--- src/rtl/psd_pkg.sv ---
package psd_pkg;

    typedef enum logic [1:0] {
        ST_IDLE    = 2'd0,
        ST_SWALLOW = 2'd1,
        ST_NORMAL  = 2'd2,
        ST_BYPASS  = 2'd3
    } psd_state_e;

endpackage

--- src/rtl/psd_prog_fix.sv ---
// Turns raw M/A inputs into the values actually loaded: direct-mode masking
// of the upper M bits and clamping of A to M+1.
module psd_prog_fix #(
    parameter int MW          = 9,
    parameter int AW          = 4,
    parameter int DIRECT_BITS = 7
) (
    input  logic [MW-1:0] m_in,
    input  logic [AW-1:0] a_in,
    input  logic          direct,
    output logic [MW-1:0] m_eff,
    output logic [AW-1:0] a_eff,
    output logic          a_over
);
    localparam int CW = MW + 1;
    localparam logic [MW-1:0] DIRECT_MASK = MW'((1 << DIRECT_BITS) - 1);

    logic [CW-1:0] limit;
    logic [CW-1:0] a_wide;

    always_comb begin
        m_eff  = direct ? (m_in & DIRECT_MASK) : m_in;
        limit  = {1'b0, m_eff} + CW'(1);
        a_wide = CW'(a_in);
        a_over = a_wide > limit;
        a_eff  = a_over ? limit[AW-1:0] : a_in;
    end

endmodule

--- src/rtl/psd_down_cnt.sv ---
// Loadable down-counter that stops at zero.
module psd_down_cnt #(
    parameter int W = 9
) (
    input  logic         clk,
    input  logic         rst_n,
    input  logic         load,
    input  logic [W-1:0] load_val,
    input  logic         dec,
    output logic [W-1:0] count,
    output logic         zero
);
    always_ff @(posedge clk or negedge rst_n) begin
        if (!rst_n) begin
            count <= '0;
        end else if (load) begin
            count <= load_val;
        end else if (dec && count != '0) begin
            count <= count - W'(1);
        end
    end

    assign zero = (count == '0);

endmodule

--- src/rtl/psd_prescaler.sv ---
// Dual-modulus prescaler: counts PRE_DIV or PRE_DIV+1 cycles per period.
module psd_prescaler #(
    parameter int PRE_DIV = 10
) (
    input  logic clk,
    input  logic rst_n,
    input  logic run,
    input  logic reload,
    input  logic use_hi,
    output logic tc
);
    localparam int PW = $clog2(PRE_DIV + 2);
    localparam logic [PW-1:0] TOP_HI = PW'(PRE_DIV);
    localparam logic [PW-1:0] TOP_LO = PW'(PRE_DIV - 1);

    logic [PW-1:0] cnt;

    always_ff @(posedge clk or negedge rst_n) begin
        if (!rst_n) begin
            cnt <= '0;
        end else if (reload) begin
            cnt <= use_hi ? TOP_HI : TOP_LO;
        end else if (run && cnt != '0) begin
            cnt <= cnt - PW'(1);
        end
    end

    assign tc = run && (cnt == '0);


    presc_range_chk: assert property (@(posedge clk) disable iff (!rst_n)
        cnt <= TOP_HI);

endmodule

--- src/rtl/psd_divider.sv ---
module psd_divider #(
    parameter int PRE_DIV     = 10,
    parameter int MW          = 9,
    parameter int AW          = 4,
    parameter int DIRECT_BITS = 7
) (
    input  logic          clk,
    input  logic          rst_n,
    input  logic [MW-1:0] m_val,
    input  logic [AW-1:0] a_val,
    input  logic          presc_off,
    input  logic          direct_mode,
    output logic          div_pulse,
    output logic          a_err
);
    import psd_pkg::*;

    localparam int CW = MW + 1;

    psd_state_e    st, st_nxt, st_pick;
    logic [MW-1:0] m_eff, m_cnt;
    logic [AW-1:0] a_eff, a_cnt, a_load;
    logic          a_over, m_zero, a_zero, a_gt1;
    logic          load, run, presc_tc, presc_reload, presc_hi;
    logic          m_step, a_step;

    psd_prog_fix #(.MW(MW), .AW(AW), .DIRECT_BITS(DIRECT_BITS)) i_fix (
        .m_in   (m_val),
        .a_in   (a_val),
        .direct (direct_mode),
        .m_eff  (m_eff),
        .a_eff  (a_eff),
        .a_over (a_over)
    );

    psd_down_cnt #(.W(MW)) i_main (
        .clk      (clk),
        .rst_n    (rst_n),
        .load     (load),
        .load_val (m_eff),
        .dec      (m_step),
        .count    (m_cnt),
        .zero     (m_zero)
    );

    psd_down_cnt #(.W(AW)) i_swallow (
        .clk      (clk),
        .rst_n    (rst_n),
        .load     (load),
        .load_val (a_load),
        .dec      (a_step),
        .count    (a_cnt),
        .zero     (a_zero)
    );

    psd_prescaler #(.PRE_DIV(PRE_DIV)) i_presc (
        .clk    (clk),
        .rst_n  (rst_n),
        .run    (run),
        .reload (presc_reload),
        .use_hi (presc_hi),
        .tc     (presc_tc)
    );

    // State register
    always_ff @(posedge clk or negedge rst_n) begin
        if (!rst_n) begin
            st <= ST_IDLE;
        end else begin
            st <= st_nxt;
        end
    end

    // Next state
    always_comb begin
        st_pick = presc_off ? ST_BYPASS : ((a_eff != '0) ? ST_SWALLOW : ST_NORMAL);
        st_nxt  = st;
        unique case (st)
            ST_IDLE: st_nxt = st_pick;
            ST_SWALLOW, ST_NORMAL: begin
                if (presc_tc) begin
                    if (m_zero)      st_nxt = st_pick;
                    else if (a_gt1)  st_nxt = ST_SWALLOW;
                    else             st_nxt = ST_NORMAL;
                end
            end
            ST_BYPASS: if (m_zero) st_nxt = st_pick;
        endcase
    end

    // Outputs and counter controls
    always_comb begin
        a_gt1        = a_cnt > AW'(1);
        run          = (st == ST_SWALLOW) || (st == ST_NORMAL);
        div_pulse    = m_zero && (presc_tc || (st == ST_BYPASS));
        load         = (st == ST_IDLE) || div_pulse;
        m_step       = !m_zero && (presc_tc || (st == ST_BYPASS));
        a_step       = presc_tc && !m_zero && !a_zero;
        a_load       = presc_off ? '0 : a_eff;
        presc_reload = (load && !presc_off) || (presc_tc && !m_zero);
        presc_hi     = load ? (a_eff != '0) : a_gt1;
    end

    // Range error flag, held for the whole period it describes
    always_ff @(posedge clk or negedge rst_n) begin
        if (!rst_n) begin
            a_err <= 1'b0;
        end else if (load) begin
            a_err <= a_over && !presc_off;
        end
    end


    swallow_state_chk: assert property (@(posedge clk) disable iff (!rst_n)
        (st == ST_SWALLOW) |-> !a_zero);


    clamp_bound_chk: assert property (@(posedge clk) disable iff (!rst_n)
        run |-> (CW'(a_cnt) <= ({1'b0, m_cnt} + CW'(1))));


    bypass_quiet_chk: assert property (@(posedge clk) disable iff (!rst_n)
        (st == ST_BYPASS) |-> a_zero);


    no_midload_chk: assert property (@(posedge clk) disable iff (!rst_n)
        (st != ST_IDLE && !div_pulse) |=>
            (m_cnt == $past(m_cnt) || m_cnt == $past(m_cnt) - MW'(1)));


    pulse_width_chk: assert property (@(posedge clk) disable iff (!rst_n)
        (div_pulse && !presc_off) |=> !div_pulse);


    direct_mask_chk: assert property (@(posedge clk) disable iff (!rst_n)
        (load && direct_mode) |=> (m_cnt < MW'(1 << DIRECT_BITS)));

endmodule

--- config.mk ---
export PLATFORM = sky130hd
export DESIGN_NAME = psd_divider
export DESIGN_NICKNAME = d
export VERILOG_FILES = /design/src/rtl/psd_pkg.sv /design/src/rtl/psd_prog_fix.sv /design/src/rtl/psd_down_cnt.sv /design/src/rtl/psd_prescaler.sv /design/src/rtl/psd_divider.sv
export SDC_FILE = /design/constraint.sdc
export NUM_CORES = 1
export LEC_CHECK = 0
export ABC_AREA = 1
export BUFFER_PORTS_ARGS = -buffer_cell sky130_fd_sc_hd__buf_2
export CORE_AREA = 2 2 75 77
export CTS_CLUSTER_DIAMETER = 60
export DETAILED_ROUTE_END_ITERATION = 6
export DIE_AREA = 0 0 77 79
export SLEW_MARGIN = 20
export SYNTH_ARGS = -nofsm -noshare
export SYNTH_HDL_FRONTEND = slang
export SYNTH_SLANG_ARGS = --single-unit
--- constraint.sdc ---
create_clock -name clk -period 1.9 [get_ports clk]
set_input_delay 0.38 -clock clk [delete_from_list [all_inputs] [get_ports clk]]
set_output_delay 0.38 -clock clk [all_outputs]
set_load 0.02 [all_outputs]
# After elaboration in Yosys (flattened, before gate mapping)
# Cells that the tools add are included.
[word_totals]
mem_bits_ro = 0
word_cells = 64
regBits = 20
ramBits = 0
mem_count = 0
latchBits = 0
output_inout_bits = 2
[op_classes]
shift = 0
reduce_logical = 30
bitwise = 0
n_lt_le_gt_ge = 2
muxes = 18
n_div = 0
multipliers = 0
n_eq_ne = 5
addsub = 4
[op_table]
columns = ["operator", "n"]
rows = [
  ["$mux 9", 3],
  ["$mux 4", 6],
  ["$mux 2", 7],
  ["$reduce_bool 4->1", 3],
  ["$add 9x1->10 const B", 1],
  ["$gt 4x10->1", 1],
  ["$logic_and 1x1->1", 10],
  ["$logic_not 9->1", 1],
  ["$reduce_bool 9->1", 1],
  ["$sub 9x1->9 const B", 1],
  ["$logic_not 4->1", 2],
  ["$sub 4x1->4 const B", 2],
  ["$pmux 2 s3", 1],
  ["$reduce_bool 2->1", 3],
  ["$eq 2x2->1 const B", 2],
  ["$gt 4x1->1 const B", 1],
  ["$logic_or 1x1->1", 4],
  ["$ne 2x2->1 const B", 2],
  ["$logic_not 1->1", 3],
  ["$eq 2x1->1 const B", 1],
  ["$logic_not 2->1", 1],
  ["$reduce_and 2->1", 1],
  ["$reduce_or 2->1", 1],
  ["$mux 1", 1],
]

# Logic depth before layout (Yosys ltp)
[logic_depth]
ltp_word = 10
mapped_depth = 19
mapped_depth_nobuf = 19

# Modules after synthesis
# A second synthesis with hierarchy kept.
[unflattened]
hier_cells = 292
hier_area_um2 = 1904.3
[by_module_without_submodules]
columns = ["mod", "area_per_inst_um2", "cells_each", "seq_area_each_um2", "instances"]
rows = [
  ["psd_down_cnt (i_main)", 659.4, 99, 225.2, 1],
  ["psd_prog_fix", 342.8, 60, 0.0, 1],
  ["psd_divider", 315.3, 52, 75.1, 1],
  ["psd_down_cnt (i_swallow)", 295.3, 46, 100.1, 1],
  ["psd_prescaler", 291.5, 35, 100.1, 1],
]

# Worst setup path before layout
# No wires, ideal clock.
[synth_timing]
kind = "input to register"
start = "input m_val[0]"
end = "register st[0]"
path_stages = 18
slack_ns = -0.257
setup_time_ns = 0.126
arrival_time_ns = 2.031
path_buffers = 0
path_cell_list = "ha_1 > nand2_2 > inv_1 > nor2_1 > inv_1 > ha_1 > nand2_1 > inv_1 > nand3_1 > nand3_1 > nor2_4 > nand2_4 > nand2_1 > nand2_2 > nor2_4 > nand3_1 > nand3_1 > o21ai_1"
[synth_between]
elab_chain_cells = 10
[synth_rtl]
columns = ["element", "line_no", "text"]
rows = [
  ["from (decl)", "psd_divider.sv:9", "input logic [MW-1:0] m_val,"],
  ["$mux 9 (*)", "psd_prog_fix.sv:22", "m_eff = direct ? (m_in & DIRECT_MASK) : m_in;"],
  ["$add 9x1->10 (*)", "psd_prog_fix.sv:23", "limit = {1'b0, m_eff} + CW'(1);"],
  ["$gt 4x10->1", "psd_prog_fix.sv:25", "a_over = a_wide > limit;"],
  ["$mux 4 (*)", "psd_prog_fix.sv:26", "a_eff = a_over ? limit[AW-1:0] : a_in;"],
  ["$reduce_bool 4->1 (*)", "psd_divider.sv:76", "st_pick = presc_off ? ST_BYPASS : ((a_eff != '0) ? ST_SWALLOW : ST_NORMAL);"],
  ["$mux 2 (*) (2 in a row)", "psd_divider.sv:76", ""],
  ["$mux 2", "psd_divider.sv:82", "if (m_zero) st_nxt = st_pick;"],
  ["$mux 2", "psd_divider.sv:81", "if (presc_tc) begin"],
  ["$pmux 2 s3 (*)", "psd_divider.sv:78", "unique case (st)"],
  ["to (signal assigned)", "psd_divider.sv:70", "st <= st_nxt;"],
  ["to (decl)", "psd_divider.sv:20", "psd_state_e st, st_nxt, st_pick;"],
]
# Mark *: on every way between the ends. The rest lies on a longest branch, timed or not. The select of a mux whose other input is x is not followed.
# A chain may end at the register's enable or synchronous reset.

# Worst setup path in the final report
[layout_timing]
start = "input m_val[1]"
end = "register i_presc.cnt[1]"
[layout_between]
elab_chain_cells = 8
[layout_rtl]
columns = ["element", "line_no", "text"]
rows = [
  ["$mux 9 (*)", "psd_prog_fix.sv:22", ""],
  ["$add 9x1->10 (*)", "psd_prog_fix.sv:23", ""],
  ["$gt 4x10->1", "psd_prog_fix.sv:25", ""],
  ["$mux 4 (*)", "psd_prog_fix.sv:26", ""],
  ["$reduce_bool 4->1 (*)", "psd_divider.sv:101", "presc_hi = load ? (a_eff != '0) : a_gt1;"],
  ["$mux 1 (*)", "psd_divider.sv:101", ""],
  ["$mux 2 (*)", "psd_prescaler.sv:22", "cnt <= use_hi ? TOP_HI : TOP_LO;"],
  ["$mux 4 (*)", "psd_prescaler.sv:21", "end else if (reload) begin"],
  ["to (signal assigned)", "psd_prescaler.sv:22", ""],
  ["to (signal assigned)", "psd_prescaler.sv:24", "cnt <= cnt - PW'(1);"],
  ["to (decl)", "psd_prescaler.sv:16", "logic [PW-1:0] cnt;"],
]
# Mark *: on every way between the ends. The rest lies on a longest branch, timed or not.

==> impl_metrics.env <==
export IMPL_seqPwrFrac=0.239
export IMPL_max_vdd_ir_drop_mv=0.462
export IMPL_period_needed_ps=2010
export IMPL_power_density_nw_per_um2=1330
export IMPL_rsz0062_at_grt="yes"
export IMPL_worstSkewPairLatency_ps=270
export IMPL_syn_nets=267
export IMPL_finalCritPeriodShare=1.06
export IMPL_ys_seq_elements=20
export IMPL_worst_path_max_fanout=5
export IMPL_crit_type="in2reg"
export IMPL_ant_nets=0
export IMPL_fin_util=0.468
export IMPL_clk_path_buf_depth=2
export IMPL_fill_cells=558
export IMPL_power_switching_mw=1.50
export IMPL_wl_per_cell_um=12.0
export IMPL_ys_types=33
export IMPL_drive_above_1_share=0.458
export IMPL_cts_sinks=20
export IMPL_ff2ff_path_depth=14
export IMPL_swShare=0.452
export IMPL_die_h_um=79
export IMPL_nets=327
export IMPL_synth_top_cell_area_share=0.299
export IMPL_num_rows=27
export IMPL_required_ps=2070
export IMPL_cts_buffers_inserted=3
export IMPL_die_width_um=77
export IMPL_via_count=1688
export IMPL_fin_ws_ps=-112
export IMPL_antenna_found_initial=0
export IMPL_dieArea_sq_um=6080
export IMPL_arrival_ps=2180
export IMPL_start_util=0.314
export IMPL_worstSetupEndpointType="register"
export IMPL_dr_pass1_iters=4
export IMPL_wl_met2_mm=2.28
export IMPL_wl_met1_mm=1.98
export IMPL_drc=0
export IMPL_p_comb_frac=0.625
export IMPL_status="complete, but fails checks"
export IMPL_cts_tree="done"
export IMPL_met3_length_um=102
export IMPL_areaGrowthSynthToFinish_pct=49.2
export IMPL_critPathLaunchType="primary input"
export IMPL_pre_cts_slack_ps=-455
export IMPL_path_clk_slew_ps=90
export IMPL_cap_violations=0
export IMPL_setup_viol=6
export IMPL_fp_coreArea_sq_um=5340
export IMPL_place_gp_congestion=0.805
export IMPL_grt_max_degree=21
export IMPL_overflow=0
export IMPL_syn_area_sq_um=1680
export IMPL_cts_hold_buffers=0
export IMPL_drt_iter0_markers=54
export IMPL_grt_usage=0.146
export IMPL_slew_violations=0
export IMPL_internal_power_mw=1.82
export IMPL_htreeDepth=1
export IMPL_relSlewSlack=0.681
export IMPL_pwr_share_clk=0.136
export IMPL_portBuffers=18
export IMPL_fmax_mhz=497
export IMPL_hold_viol=0
export IMPL_syn_inst=238
export IMPL_clockRootBuffer="clkbuf_8"
export IMPL_worst_hold_path_type="in2async"
export IMPL_finClkSkew_ps=4.63
export IMPL_yosys_top_cells_area="dfrtp_1, nand2_1, ha_1"
export IMPL_max_slew_worst_pin_slew_ps=479
export IMPL_yosysTopAreaCell="dfrtp_1"
export IMPL_antennaDiodeCount=0
export IMPL_num_io_pins=19
export IMPL_grt_pass1_wl_mm=7.19
export IMPL_synth_edf_count=0
export IMPL_top_layer_used="met4"
export IMPL_p_leak_nw=1.21
export IMPL_wl_mm=4.42
export IMPL_synth_ff_type="dfrtp_1"
export IMPL_async_flop_share=1.00
export IMPL_dp_hpwl_mm=3.01
export IMPL_synth_area_per_cell_sq_um=7.04
export IMPL_yosysWarnings=0
export IMPL_viasPerCell=4.57
export IMPL_ys_seq_area_frac=0.299
export IMPL_violations="setup timing"
export IMPL_grt_pass1_vias=1697
==> synthesized netlist by cell type (3+ instances only) <==
| cell | instances |
|---|---|
| ha_1 | 12 |
| nor2_1 | 25 |
| o211ai_1 | 4 |
| dfrtp_1 | 20 |
| xor2_1 | 4 |
| nor3_1 | 3 |
| buf_2 | 3 |
| inv_2 | 4 |
| nor2_4 | 3 |
| a21oi_1 | 7 |
| nand3_1 | 17 |
| nand2_2 | 9 |
| o21ai_0 | 17 |
| inv_1 | 38 |
| nand2_1 | 49 |
==> per-stage QoR <==
stage | hold WS, ps | std cells | cell area [sq um] | total power [mW] | setup TNS (ps)
after global placement | 374 | 350 | 2060 | 2.42 | -2990
after detailed placement | 376 | 350 | 2060 | 2.45 | -3250
final | 54.1 | 369 | 2500 | 3.32 | -469
after CTS | 78.5 | 368 | 2320 | 3.09 | -420
after floorplan | 84.4 | 238 | 1710 | 1.98 | -814
after global routing | 91.0 | 369 | 2500 | 3.64 | -1320
==> power by group through the flow <==
stage | Clock [mW] | Combinational [mW] | Sequential (mW)
global placement | 0 | 1.65 | 0.774
floorplan | 0 | 1.23 | 0.753
CTS | 0.451 | 1.86 | 0.775
finish | 0.451 | 2.08 | 0.794
detailed placement | 0 | 1.67 | 0.777
global route | 0.469 | 2.36 | 0.820
==> layout by cell type (no fill, tap or decap), types with 2 or more instances in the layout <==
cell,Yosys,routed
a21oi_1,7,5
a21oi_2,1,3
a32o_1,2,2
buf_2,3,14
buf_4,0,38
buf_6,0,3
buf_8,0,2
clkbuf_8,0,3
dfrtp_1,20,20
ha_1,12,6
ha_4,0,5
inv_1,38,30
inv_2,4,9
inv_4,0,3
nand2_1,49,35
nand2_2,9,20
nand2_4,1,4
nand3_1,17,10
nand3_2,2,5
nand3_4,0,4
nor2_1,25,18
nor2_2,1,4
nor2_4,3,7
nor3_1,3,2
nor3_2,1,2
o211ai_1,4,4
o21ai_0,17,15
o21ai_1,1,3
o21bai_1,2,2
o22ai_1,2,2
or2_2,2,2
xor2_1,4,3
==> layer usage <==
| layer | GRT usage | up-vias |
|---|---|---|
| li1 | - | 882 |
| met1 | 0.171 | 780 |
| met2 | 0.280 | 21 |
| met3 | 0.0114 | 5 |
| met4 | 0.0482 | 0 |
| met5 | 0 | - |
==> final cells by class <==
type | instances | area (sq um) | share of cell area
clock buffer | 3 | 41.3 | 0.0165
multi-input combinational | 173 | 1250 | 0.498
timing repair buffer | 58 | 427 | 0.171
inverter | 42 | 165 | 0.0661
sequential | 20 | 500 | 0.200
tap | 72 | 90.1 | 0.0360
clock inverter | 1 | 30.0 | 0.0120
==> kinds of logic after synthesis <==
family          after synthesis  share of synthesized area
buf+inv                      45                      0.103
compound gates               41                      0.156
fa+ha+maj                    12                     0.0896
simple gates                115                      0.326
flops                        20                      0.299
xor+xnor                      5                     0.0261
==> final timing paths <==
kind                                       from              end  slack (ps)
worst max register to register  i_main.count[0]            st[1]         -60
worst min-delay path                      rst_n  i_main.count[4]          50
worst min register to register            a_err            a_err         510
min in group clk                       m_val[4]  i_main.count[4]         440
max in group asynchronous                 rst_n  i_main.count[8]        1520
worst max-delay path                   m_val[1]   i_presc.cnt[1]        -110
==> flip-flops by register name, indices dropped and copies added, names as in the netlist <==
| signal | count |
|---|---|
| a_err | 1 |
| i_main.count | 9 |
| i_presc.cnt | 4 |
| i_swallow.count | 4 |
| st | 2 |
==> worst max-delay path, cell delays in order <==
cell and delay, ps:
buf_8 110, ha_4 160, nand2_4 60, inv_4 40, nor2_4 110, inv_2 50, ha_4 230, nand2_2 60
inv_2 40, nand3_2 60, nand3_2 90, nor2_4 180, nand2_4 90, nand2_2 80, nand2_2 60, nor2_4 140
nand3_2 90, nand2_2 80, a21oi_2 50
==> what timing repair did <==
item	in CTS	in global routing
buffers inserted	14	4
gates resized for setup	23	44
pin swaps	20	23
setup endpoints to repair	7	21
endpoints found under the hold margin	0	0
No activity file was read; power rests on OpenSTA's default activity.
